**src/rtl/rf_pkg.sv**
```systemverilog
package rf_pkg;
  typedef enum logic [1:0] {
    AM_PLAIN   = 2'd0,
    AM_POSTINC = 2'd1,
    AM_PREDEC  = 2'd2,
    AM_DISP    = 2'd3
  } am_e;
endpackage

```
**src/rtl/rf_storage.sv**
```systemverilog
module rf_storage #(
  parameter int NREG = 32,
  parameter int DW   = 8,
  localparam int RA_W   = $clog2(NREG),
  localparam int PAIR_W = RA_W - 1
) (
  input  logic                       clk_i,
  input  logic                       rst_ni,
  input  logic                       wr_en_i,
  input  logic [RA_W-1:0]            wr_addr_i,
  input  logic [DW-1:0]              wr_data_i,
  input  logic                       pwa_en_i,
  input  logic [PAIR_W-1:0]          pwa_idx_i,
  input  logic [2*DW-1:0]            pwa_data_i,
  input  logic                       pwb_en_i,
  input  logic [PAIR_W-1:0]          pwb_idx_i,
  input  logic [2*DW-1:0]            pwb_data_i,
  input  logic [RA_W-1:0]            ra_addr_i,
  input  logic [RA_W-1:0]            rb_addr_i,
  output logic [DW-1:0]              ra_data_o,
  output logic [DW-1:0]              rb_data_o,
  output logic [NREG-1:0][DW-1:0]    regs_o
);
  logic [NREG-1:0][DW-1:0] regs_q;

  for (genvar g = 0; g < NREG; g++) begin : g_reg
    // pointer port > word port > byte port
    always_ff @(posedge clk_i or negedge rst_ni) begin
      if (!rst_ni)
        regs_q[g] <= '0;
      else if (pwa_en_i && pwa_idx_i == PAIR_W'(g / 2))
        regs_q[g] <= pwa_data_i[(g % 2)*DW +: DW];
      else if (pwb_en_i && pwb_idx_i == PAIR_W'(g / 2))
        regs_q[g] <= pwb_data_i[(g % 2)*DW +: DW];
      else if (wr_en_i && wr_addr_i == RA_W'(g))
        regs_q[g] <= wr_data_i;
    end
  end

  assign ra_data_o = regs_q[ra_addr_i];
  assign rb_data_o = regs_q[rb_addr_i];
  assign regs_o    = regs_q;
endmodule

```
**src/rtl/rf_ptr_unit.sv**
```systemverilog
module rf_ptr_unit
  import rf_pkg::*;
#(
  parameter int AW     = 16,
  parameter int DISP_W = 6
) (
  input  logic [AW-1:0]     ptr_i,
  input  am_e               mode_i,
  input  logic              disp_ok_i,
  input  logic [DISP_W-1:0] disp_i,
  output logic [AW-1:0]     ea_o,
  output logic [AW-1:0]     nxt_o,
  output logic              upd_o
);
  logic [AW-1:0] inc, dec;
  assign inc = ptr_i + AW'(1);
  assign dec = ptr_i - AW'(1);

  always_comb begin
    ea_o  = ptr_i;
    nxt_o = ptr_i;
    upd_o = 1'b0;
    unique case (mode_i)
      AM_POSTINC: begin nxt_o = inc; upd_o = 1'b1; end
      AM_PREDEC:  begin ea_o = dec; nxt_o = dec; upd_o = 1'b1; end
      AM_DISP:    if (disp_ok_i) ea_o = ptr_i + AW'(disp_i);
      default:    ;
    endcase
  end
endmodule

```
**src/rtl/rf_word_alu.sv**
```systemverilog
module rf_word_alu #(
  parameter int AW    = 16,
  parameter int IMM_W = 6
) (
  input  logic [AW-1:0]    val_i,
  input  logic [IMM_W-1:0] imm_i,
  input  logic             sub_i,
  output logic [AW-1:0]    res_o
);
  assign res_o = sub_i ? (val_i - AW'(imm_i)) : (val_i + AW'(imm_i));
endmodule

```
**src/rtl/rf_ds_decode.sv**
```systemverilog
module rf_ds_decode #(
  parameter int AW      = 16,
  parameter int REG_WIN = 32,
  parameter int IO_WIN  = 64,
  localparam int IO_W   = $clog2(IO_WIN)
) (
  input  logic [AW-1:0]   addr_i,
  output logic            is_reg_o,
  output logic            is_io_o,
  output logic [IO_W-1:0] io_idx_o
);
  localparam logic [AW-1:0] IO_LO = AW'(REG_WIN);
  localparam logic [AW-1:0] IO_HI = AW'(REG_WIN + IO_WIN);

  logic [AW-1:0] rel;
  assign rel      = addr_i - IO_LO;
  assign is_reg_o = addr_i < IO_LO;
  assign is_io_o  = (addr_i >= IO_LO) && (addr_i < IO_HI);
  assign io_idx_o = is_io_o ? rel[IO_W-1:0] : '0;
endmodule

```
**src/rtl/ptr_regfile.sv**
```systemverilog
module ptr_regfile
  import rf_pkg::*;
#(
  parameter int NREG    = 32,
  parameter int DW      = 8,
  parameter int DISP_W  = 6,
  parameter int IMM_W   = 6,
  parameter int REG_WIN = 32,
  parameter int IO_WIN  = 64,
  localparam int RA_W   = $clog2(NREG),
  localparam int AW     = 2 * DW,
  localparam int IO_W   = $clog2(IO_WIN)
) (
  input  logic              clk_i,
  input  logic              rst_ni,
  input  logic [RA_W-1:0]   ra_addr_i,
  output logic [DW-1:0]     ra_data_o,
  input  logic [RA_W-1:0]   rb_addr_i,
  output logic [DW-1:0]     rb_data_o,
  input  logic              wr_en_i,
  input  logic [RA_W-1:0]   wr_addr_i,
  input  logic [DW-1:0]     wr_data_i,
  input  logic              ptr_en_i,
  input  logic [1:0]        ptr_sel_i,
  input  logic [1:0]        ptr_mode_i,
  input  logic [DISP_W-1:0] ptr_disp_i,
  output logic [AW-1:0]     ea_o,
  output logic [AW-1:0]     ptr_x_o,
  output logic [AW-1:0]     ptr_y_o,
  output logic [AW-1:0]     ptr_z_o,
  input  logic              word_en_i,
  input  logic [1:0]        word_sel_i,
  input  logic              word_sub_i,
  input  logic [IMM_W-1:0]  word_imm_i,
  output logic [AW-1:0]     word_res_o,
  input  logic [AW-1:0]     ds_addr_i,
  output logic              ds_is_reg_o,
  output logic              ds_is_io_o,
  output logic [IO_W-1:0]   ds_io_idx_o
);
  localparam int PAIR_W    = RA_W - 1;
  localparam int NPTR      = 3;
  localparam int PTR_BASE  = NREG - 2 * NPTR;
  localparam int WORD_BASE = NREG - 8;

  logic [NREG-1:0][DW-1:0] regs;
  logic [NPTR-1:0][AW-1:0] ptr_w;
  logic [1:0]              ptr_idx;
  logic [AW-1:0]           cur_ptr, nxt_ptr;
  logic                    ptr_upd;
  logic [RA_W-1:0]         word_lo;
  logic [AW-1:0]           word_val;

  for (genvar p = 0; p < NPTR; p++) begin : g_ptr
    assign ptr_w[p] = {regs[PTR_BASE + 2*p + 1], regs[PTR_BASE + 2*p]};
  end
  assign ptr_x_o = ptr_w[0];
  assign ptr_y_o = ptr_w[1];
  assign ptr_z_o = ptr_w[2];

  assign ptr_idx = (ptr_sel_i == 2'd3) ? 2'd2 : ptr_sel_i;
  assign cur_ptr = ptr_w[ptr_idx];

  rf_ptr_unit #(.AW(AW), .DISP_W(DISP_W)) u_ptr (
    .ptr_i     (cur_ptr),
    .mode_i    (am_e'(ptr_mode_i)),
    .disp_ok_i (ptr_idx != 2'd0),
    .disp_i    (ptr_disp_i),
    .ea_o      (ea_o),
    .nxt_o     (nxt_ptr),
    .upd_o     (ptr_upd)
  );

  assign word_lo  = RA_W'(WORD_BASE) + RA_W'({word_sel_i, 1'b0});
  assign word_val = {regs[word_lo | RA_W'(1)], regs[word_lo]};

  rf_word_alu #(.AW(AW), .IMM_W(IMM_W)) u_word (
    .val_i (word_val),
    .imm_i (word_imm_i),
    .sub_i (word_sub_i),
    .res_o (word_res_o)
  );

  rf_storage #(.NREG(NREG), .DW(DW)) u_store (
    .clk_i      (clk_i),
    .rst_ni     (rst_ni),
    .wr_en_i    (wr_en_i),
    .wr_addr_i  (wr_addr_i),
    .wr_data_i  (wr_data_i),
    .pwa_en_i   (ptr_en_i && ptr_upd),
    .pwa_idx_i  (PAIR_W'(PTR_BASE / 2) + PAIR_W'(ptr_idx)),
    .pwa_data_i (nxt_ptr),
    .pwb_en_i   (word_en_i),
    .pwb_idx_i  (word_lo[RA_W-1:1]),
    .pwb_data_i (word_res_o),
    .ra_addr_i  (ra_addr_i),
    .rb_addr_i  (rb_addr_i),
    .ra_data_o  (ra_data_o),
    .rb_data_o  (rb_data_o),
    .regs_o     (regs)
  );

  rf_ds_decode #(.AW(AW), .REG_WIN(REG_WIN), .IO_WIN(IO_WIN)) u_ds (
    .addr_i   (ds_addr_i),
    .is_reg_o (ds_is_reg_o),
    .is_io_o  (ds_is_io_o),
    .io_idx_o (ds_io_idx_o)
  );
endmodule

```
**config.mk**
```make
export PLATFORM = sky130hd
export DESIGN_NAME = ptr_regfile
export DESIGN_NICKNAME = d
export VERILOG_FILES = /design/src/rtl/rf_pkg.sv /design/src/rtl/rf_storage.sv /design/src/rtl/rf_ptr_unit.sv /design/src/rtl/rf_word_alu.sv /design/src/rtl/rf_ds_decode.sv /design/src/rtl/ptr_regfile.sv
export SDC_FILE = /design/constraint.sdc
export NUM_CORES = 1
export LEC_CHECK = 0
export BUFFER_PORTS_ARGS = -buffer_cell sky130_fd_sc_hd__buf_2
export CORE_ASPECT_RATIO = 0.5
export CORE_MARGIN = 1
export CORE_UTILIZATION = 35
export CTS_BUF_LIST = sky130_fd_sc_hd__clkbuf_8 sky130_fd_sc_hd__clkbuf_16
export CTS_CLUSTER_DIAMETER = 150
export DETAILED_ROUTE_END_ITERATION = 8
export PLACE_DENSITY = 0.51
export SYNTH_ARGS = -nofsm -noshare
export SYNTH_HDL_FRONTEND = slang
export SYNTH_SLANG_ARGS = --single-unit
```
**constraint.sdc**
```tcl
create_clock -name clk_i -period 5 [get_ports clk_i]
set_clock_uncertainty 0.15 [all_clocks]
set_input_delay 0.25 -clock clk_i [delete_from_list [all_inputs] [get_ports clk_i]]
set_output_delay 0.25 -clock clk_i [all_outputs]
set_load 0.05 [all_outputs]
```
==> out/qor.csv, run 1 <==
metric,value,unit
die area,53280,sq um
setup_tns,0,ns
Die Width,325.4,um
crit path launch,u_store.regs_o[209],
sequential element share of the synthesized area,34.99,%
synth warn,0,
clk slew on worst S/H paths,0.06,ns
number of flip-flops in the largest register,256,
hold crit path type,in -> reg,
synth unique cells,70,
Synth area leader,dfrtp_1,
R2R Path Start,u_store.regs_o[241],
"Setup violations, final",0,
Setup crit start kind,flip-flop,
vias post-DR,14033,
top-count cell post-synth,dfrtp_1,
P_leak,8.613,nW
1st-iter DRT viols,1507,
Critical Path RT,4.60,ns
CTS tree,built,
All-Layer GR Usage,22.68,%
initial core utilization,35.94,%
Slew @ Worst Pin,1.185,ns
Slew Limit Fails,0,
share of cells above drive strength 1,41.67,%
Final Util,40.26,%
initial antenna violation count,3,
I/O pins,167,
Synth Net Count,1653,
mean area per synthesized cell,11.74,sq um
total gr overflow,0,
Rel. slew slack,20.48,%
DRT Pass-1 Iters,6,
Yosys reg bits,256,
Yosys top cell area share,34.99,%
run status,"complete, no violations",
Finished Cell Area,20510,sq um
Hold Startpoint,wr_data_i[2],
IO Port Bufs,166,
worst-path fanout max,9,
period utilisation layout,92.46,%
Clock Sinks,256,
chip height,163.7,um
CTS root buf,clkbuf_16,
Layout fillers,4927,
htree depth,1,
first-pass GRT wire length,90550,um
Netlist Area Pre-Place,18310,sq um
VDD IR max,0.4553,mV
Core Region,50940,sq um
worst slack at placement,0.9171,ns
routability cong.,0.9501,
Num CTS Buffers,28,
Post-synth top flop,dfrtp_1,
slowest cell delay on critical path,0.65,ns
pwr/cell area,483.3,nW/um^2
area grow syn2layout,12.04,%
WL per Instance,25.82,um
# nets final,1716,
CP Data Arrival Time,4.22,ns
post-DP HPWL,44320,um
number of synthesized flops with an enable pin,0,
Post-DP Area,19460,sq um
fraction of registers with async set/reset,100.0,%
minimum clock period,4.623,ns
largest net degree at the start of global routing,113,
Gate Count Post-Synth,1560,
Max Cap Viol,0,
Area contributors post-synth,"dfrtp_1 35%, mux4_2 22%, mux2_2 13%",
row count,58,
worst skew pair latency,0.58,ns
post-layout power,9.914,mW
residual DRC count,0,
vias in the first global route,13372,
critical path capture point type,output port,
RSZ-0062 raised after global routing,false,
Post-synth top cells,"256 x dfrtp_1, 218 x mux2_2, 176 x mux4_2",
CP cell instances,"mux2_4, a21o_1, inv_1, xnor2_1, ha_1, nand3_1, o211ai_1, a211oi_1, nor3_1, nand3_1, xnor2_1, a221o_1, buf_2",
Routed WL,60350,um
worst setup margin,0.3768,ns
CTS resizes,0,
Crit-path slowest cell,nor3_1,
antenna-violating nets left,0,
Setup Crit Path Kind,reg -> out,
fmax,216.3,MHz
Vias/cell,6.005,
Clock Tree Buf Depth,3,
Final Hold Vio Count,0,
[routing by layer]
layer	vias up	wire, um	GRT usage (%)
met2	563	28800	36.68
met3	82	3682	2.766
met4	0	1469	6.189
met1	7306	26400	32.23
li1	6082	-	-
met5	-	0	0
[worst max-delay path: cells and delay by family (launching register included)]
| kind | cells | cell delay, ns |
|---|---|---|
| adder cells (fa/ha/maj) | 1 | 0.19 |
| multiplexers | 1 | 0.34 |
| XOR/XNOR | 2 | 0.33 |
| flip-flops | 1 | 0.47 |
| buffers and inverters | 2 | 0.44 |
| AND/OR/NAND/NOR | 3 | 0.92 |
| AO/OA/AOI/OAI | 4 | 0.96 |
[through the flow]
step | hold WS [ns] | std cells
after floorplan | -0.1956 | 1560
after global placement | 0.2449 | 2282
after detailed placement | 0.2485 | 2282
after CTS | 0.08778 | 2334
after global routing | 0.1465 | 2336
final | 0.1166 | 2337
[worst paths after layout]
path / endpoint / slack, ns / cells after the start
min: u_store.regs_o[234] / 0.12 / 3
min in group asynchronous: u_store.regs_o[15] / 0.19 / 2
max in group asynchronous: u_store.regs_o[203] / 3.36 / 3
max reg2reg: u_store.regs_o[253] / 1.27 / 10
min reg2reg: u_store.regs_o[116] / 0.37 / 1
max: ea_o[14] / 0.38 / 13
[placed cells by master, fill, tap and decap left out, types with 32 or more instances in the layout]
| master | instances |
|---|---|
| dfrtp_1 | 256 |
| nor2_1 | 70 |
| mux4_2 | 176 |
| xnor2_1 | 34 |
| buf_2 | 161 |
| inv_1 | 35 |
| mux2_2 | 218 |
| nand2_1 | 126 |
| a21oi_1 | 54 |
| nand3_1 | 32 |
| o21ai_0 | 59 |
| buf_4 | 43 |
[logic make-up after synthesis]
kind of cell / synth area share [%]
AND/OR/NAND/NOR: 8.816
multiplexers: 36.92
XOR/XNOR: 2.105
adder cells (fa/ha/maj): 2.091
AO/OA/AOI/OAI: 9.643
flip-flops: 34.99
buffers and inverters: 5.433
[final cells by class]
cell class                      count  area, sq um  area share [%]
Antenna cell                        3        7.507         0.03660
Clock buffer                       33        769.5           3.751
Clock inverter                     18        260.3           1.269
Inverter                           32        120.1          0.5856
Multi-Input combinational cell   1098        10910           53.20
Sequential cell                   256         6406           31.23
Tap cell                          690        863.3           4.209
Timing Repair Buffer              207         1174           5.722
[power breakdown]
part	switching [mW]	total [mW]	internal, mW
Clock	0.919	2.32	1.41
Combinational	2.79	4.49	1.70
Sequential	0.561	3.10	2.54
Total	4.27	9.91	5.65
[what timing repair did]
item / 4_1_cts / 5_1_grt
setup buffers: 0 / 0
setup endpoints to repair: 0 / 0
hold buffers: 1 / 0
hold endpoints to repair: 110 / 0
Note: power is estimated with default switching activity, not from simulation.
==> inputs of run 2 (changes only) <==
Settings changed: PLACE_DENSITY 0.51 to 0.53.
Clock period 5 ns to 4.2 ns, I/O delays scaled along.
==> run 2 against run 1 <==
Core utilization is 0.68 points higher; global-route usage is 0.40 points higher; clock-buffer cell count grew 1; cell area rose by 1.7%; non-clock buffer count is 30 higher; sequential share of layout area shrank 0.51 points; flip-flop and latch count unchanged; setup slack worse by 0.20 ns; largest cell class unchanged; critical path depth is 5 lower; combinational power up 26%; routed wire length is 1.6% higher.
==> out/qor.csv, run 2 (synthesis gave the netlist of run 1 again) <==
metric,value,unit
worst setup margin,0.1802,ns
"most used cell, CP",buf_4,
die area,53280,sq um
period utilisation layout,95.71,%
worst skew pair latency,0.57,ns
Setup crit start kind,flip-flop,
Psw,5.131,mW
Critical path buffers and inverters,2,
DRT Pass-1 Iters,5,
most frequent cells in the layout,"254 x dfrtp_1, 218 x mux2_2, 176 x mux4_2, 158 x buf_2, 126 x nand2_1",
antenna-violating nets left,0,
worst-path fanout max,6,
fmax,248.8,MHz
initial antenna violation count,2,
VDD IR max,0.4682,mV
P_leak,8.798,nW
Vias/cell,5.963,
CP Data Arrival Time,3.66,ns
post-DP HPWL,44650,um
Critical Path RT,3.84,ns
row count,58,
Switching Share,42.58,%
WL per Instance,25.91,um
Die Width,325.4,um
CTS root buf,clkbuf_16,
run status,"complete, no violations",
Final Hold Vio Count,0,
Clock Sinks,256,
Layout fillers,4864,
minimum clock period,4.020,ns
pwr/cell area,577.7,nW/um^2
number of flip-flops in the largest register,256,
1st-iter DRT viols,1172,
total gr overflow,0,
"Setup violations, final",0,
critical path's top delay family,compound AO/OA/AOI/OAI gates,
clk slew on worst S/H paths,0.06,ns
Routed WL,61310,um
I/O pins,167,
CTS tree,built,
Rel. slew slack,8.285,%
largest net degree at the start of global routing,93,
Max Cap Viol,0,
Reg area,6409,sq um
Core Region,50940,sq um
first-pass GRT wire length,92220,um
Clock Power Share,23.1,%
vias post-DR,14108,
CP cell instances,"mux4_2, ha_1, a2111oi_0, o211ai_1, a41oi_2, buf_4, xnor2_1, buf_4",
initial core utilization,35.94,%
hold crit path type,in -> async,
vias in the first global route,13768,
IO Port Bufs,166,
# nets final,1746,
residual DRC count,0,
setup_tns,0,ns
chip height,163.7,um
RSZ-0062 raised after global routing,false,
slowest cell delay on critical path,0.54,ns
logic gate share of total power,46.8,%
critical path capture point type,output port,
sequential power share,30.1,%
Stages on worst setup path,8,
area of the multi-input gates,10950,sq um
Setup Crit Path Kind,reg -> out,
area grow syn2layout,13.94,%
Crit-path slowest cell,mux4_2,
"most common cell after layout, fill and taps aside",dfrtp_1,
routability cong.,0.9297,
Slew @ Worst Pin,1.367,ns
Int Power,6.920,mW
htree depth,1,
Clock Tree Buf Depth,3,
worst slack at placement,0.2938,ns
share of cells above drive strength 1,43.16,%
All-Layer GR Usage,23.08,%
"setup slack, reg-to-reg",0.56,ns
Slew Limit Fails,0,
Worst Reg-to-Reg Cells,14,
Num CTS Buffers,28,
[run 2: worst paths after layout]
| kind | endpoint | startpoint |
|---|---|---|
| setup / recovery | word_res_o[10] | u_store.regs_o[230] |
| hold / removal | u_store.regs_o[0] | rst_ni |
| setup reg to reg | u_store.regs_o[255] | u_store.regs_o[210] |
| hold reg to reg | u_store.regs_o[44] | u_store.regs_o[44] |
| max in group asynchronous | u_store.regs_o[231] | rst_ni |
| min in group clk_i | u_store.regs_o[192] | word_imm_i[0] |
[run 2: repair_timing]
action                                  CTS  global route
endpoints found under the hold margin    77             0
resized for setup                         4            11
setup buffers                             0             3
hold buffers                              1             0
endpoints found under the setup margin    6             8
pin swaps                                 1             2
[run 2: layout make-up]
class                      instances  share of cell area [%]
multi-input combinational       1098                   52.49
sequential                       256                   30.72
timing repair buffer             237                   7.060
tap                              690                   4.139
clock buffer                      34                   3.755
clock inverter                    18                   1.248
inverter                          32                  0.5758
antenna                            1                 0.01200
[run 2: layer usage]
layer | share of wire, % | global-route usage [%]
met4 | 2.9 | 6.957
met3 | 6.3 | 3.659
met2 | 47 | 37.08
met1 | 44 | 32.22
met5 | 0 | 0
[run 2: per-stage QoR]
step | utilization (%) | std cells | area, sq um | hold WS, ns | power, mW
5_1_grt | 40.94 | 2366 | 20860 | 0.1072 | 12.58
2_1_floorplan | - | 1560 | 18310 | -0.2356 | 7.568
3_5_place_dp | 38.73 | 2309 | 19730 | 0.08723 | 9.166
4_1_cts | 40.84 | 2362 | 20810 | 0.05157 | 12.00
6_report | 40.94 | 2366 | 20860 | 0.04623 | 12.05
3_3_place_gp | 38.73 | 2309 | 19730 | 0.08639 | 9.107
[run 2: power by group through the flow]
stage          Sequential [mW]  Combinational (mW)  Clock [mW]
2_1_floorplan             3.40                4.17           0
3_3_place_gp              3.61                5.49           0
3_5_place_dp              3.65                5.52           0
4_1_cts                   3.60                5.56        2.84
5_1_grt                   3.70                5.94        2.94
6_report                  3.63                5.64        2.79
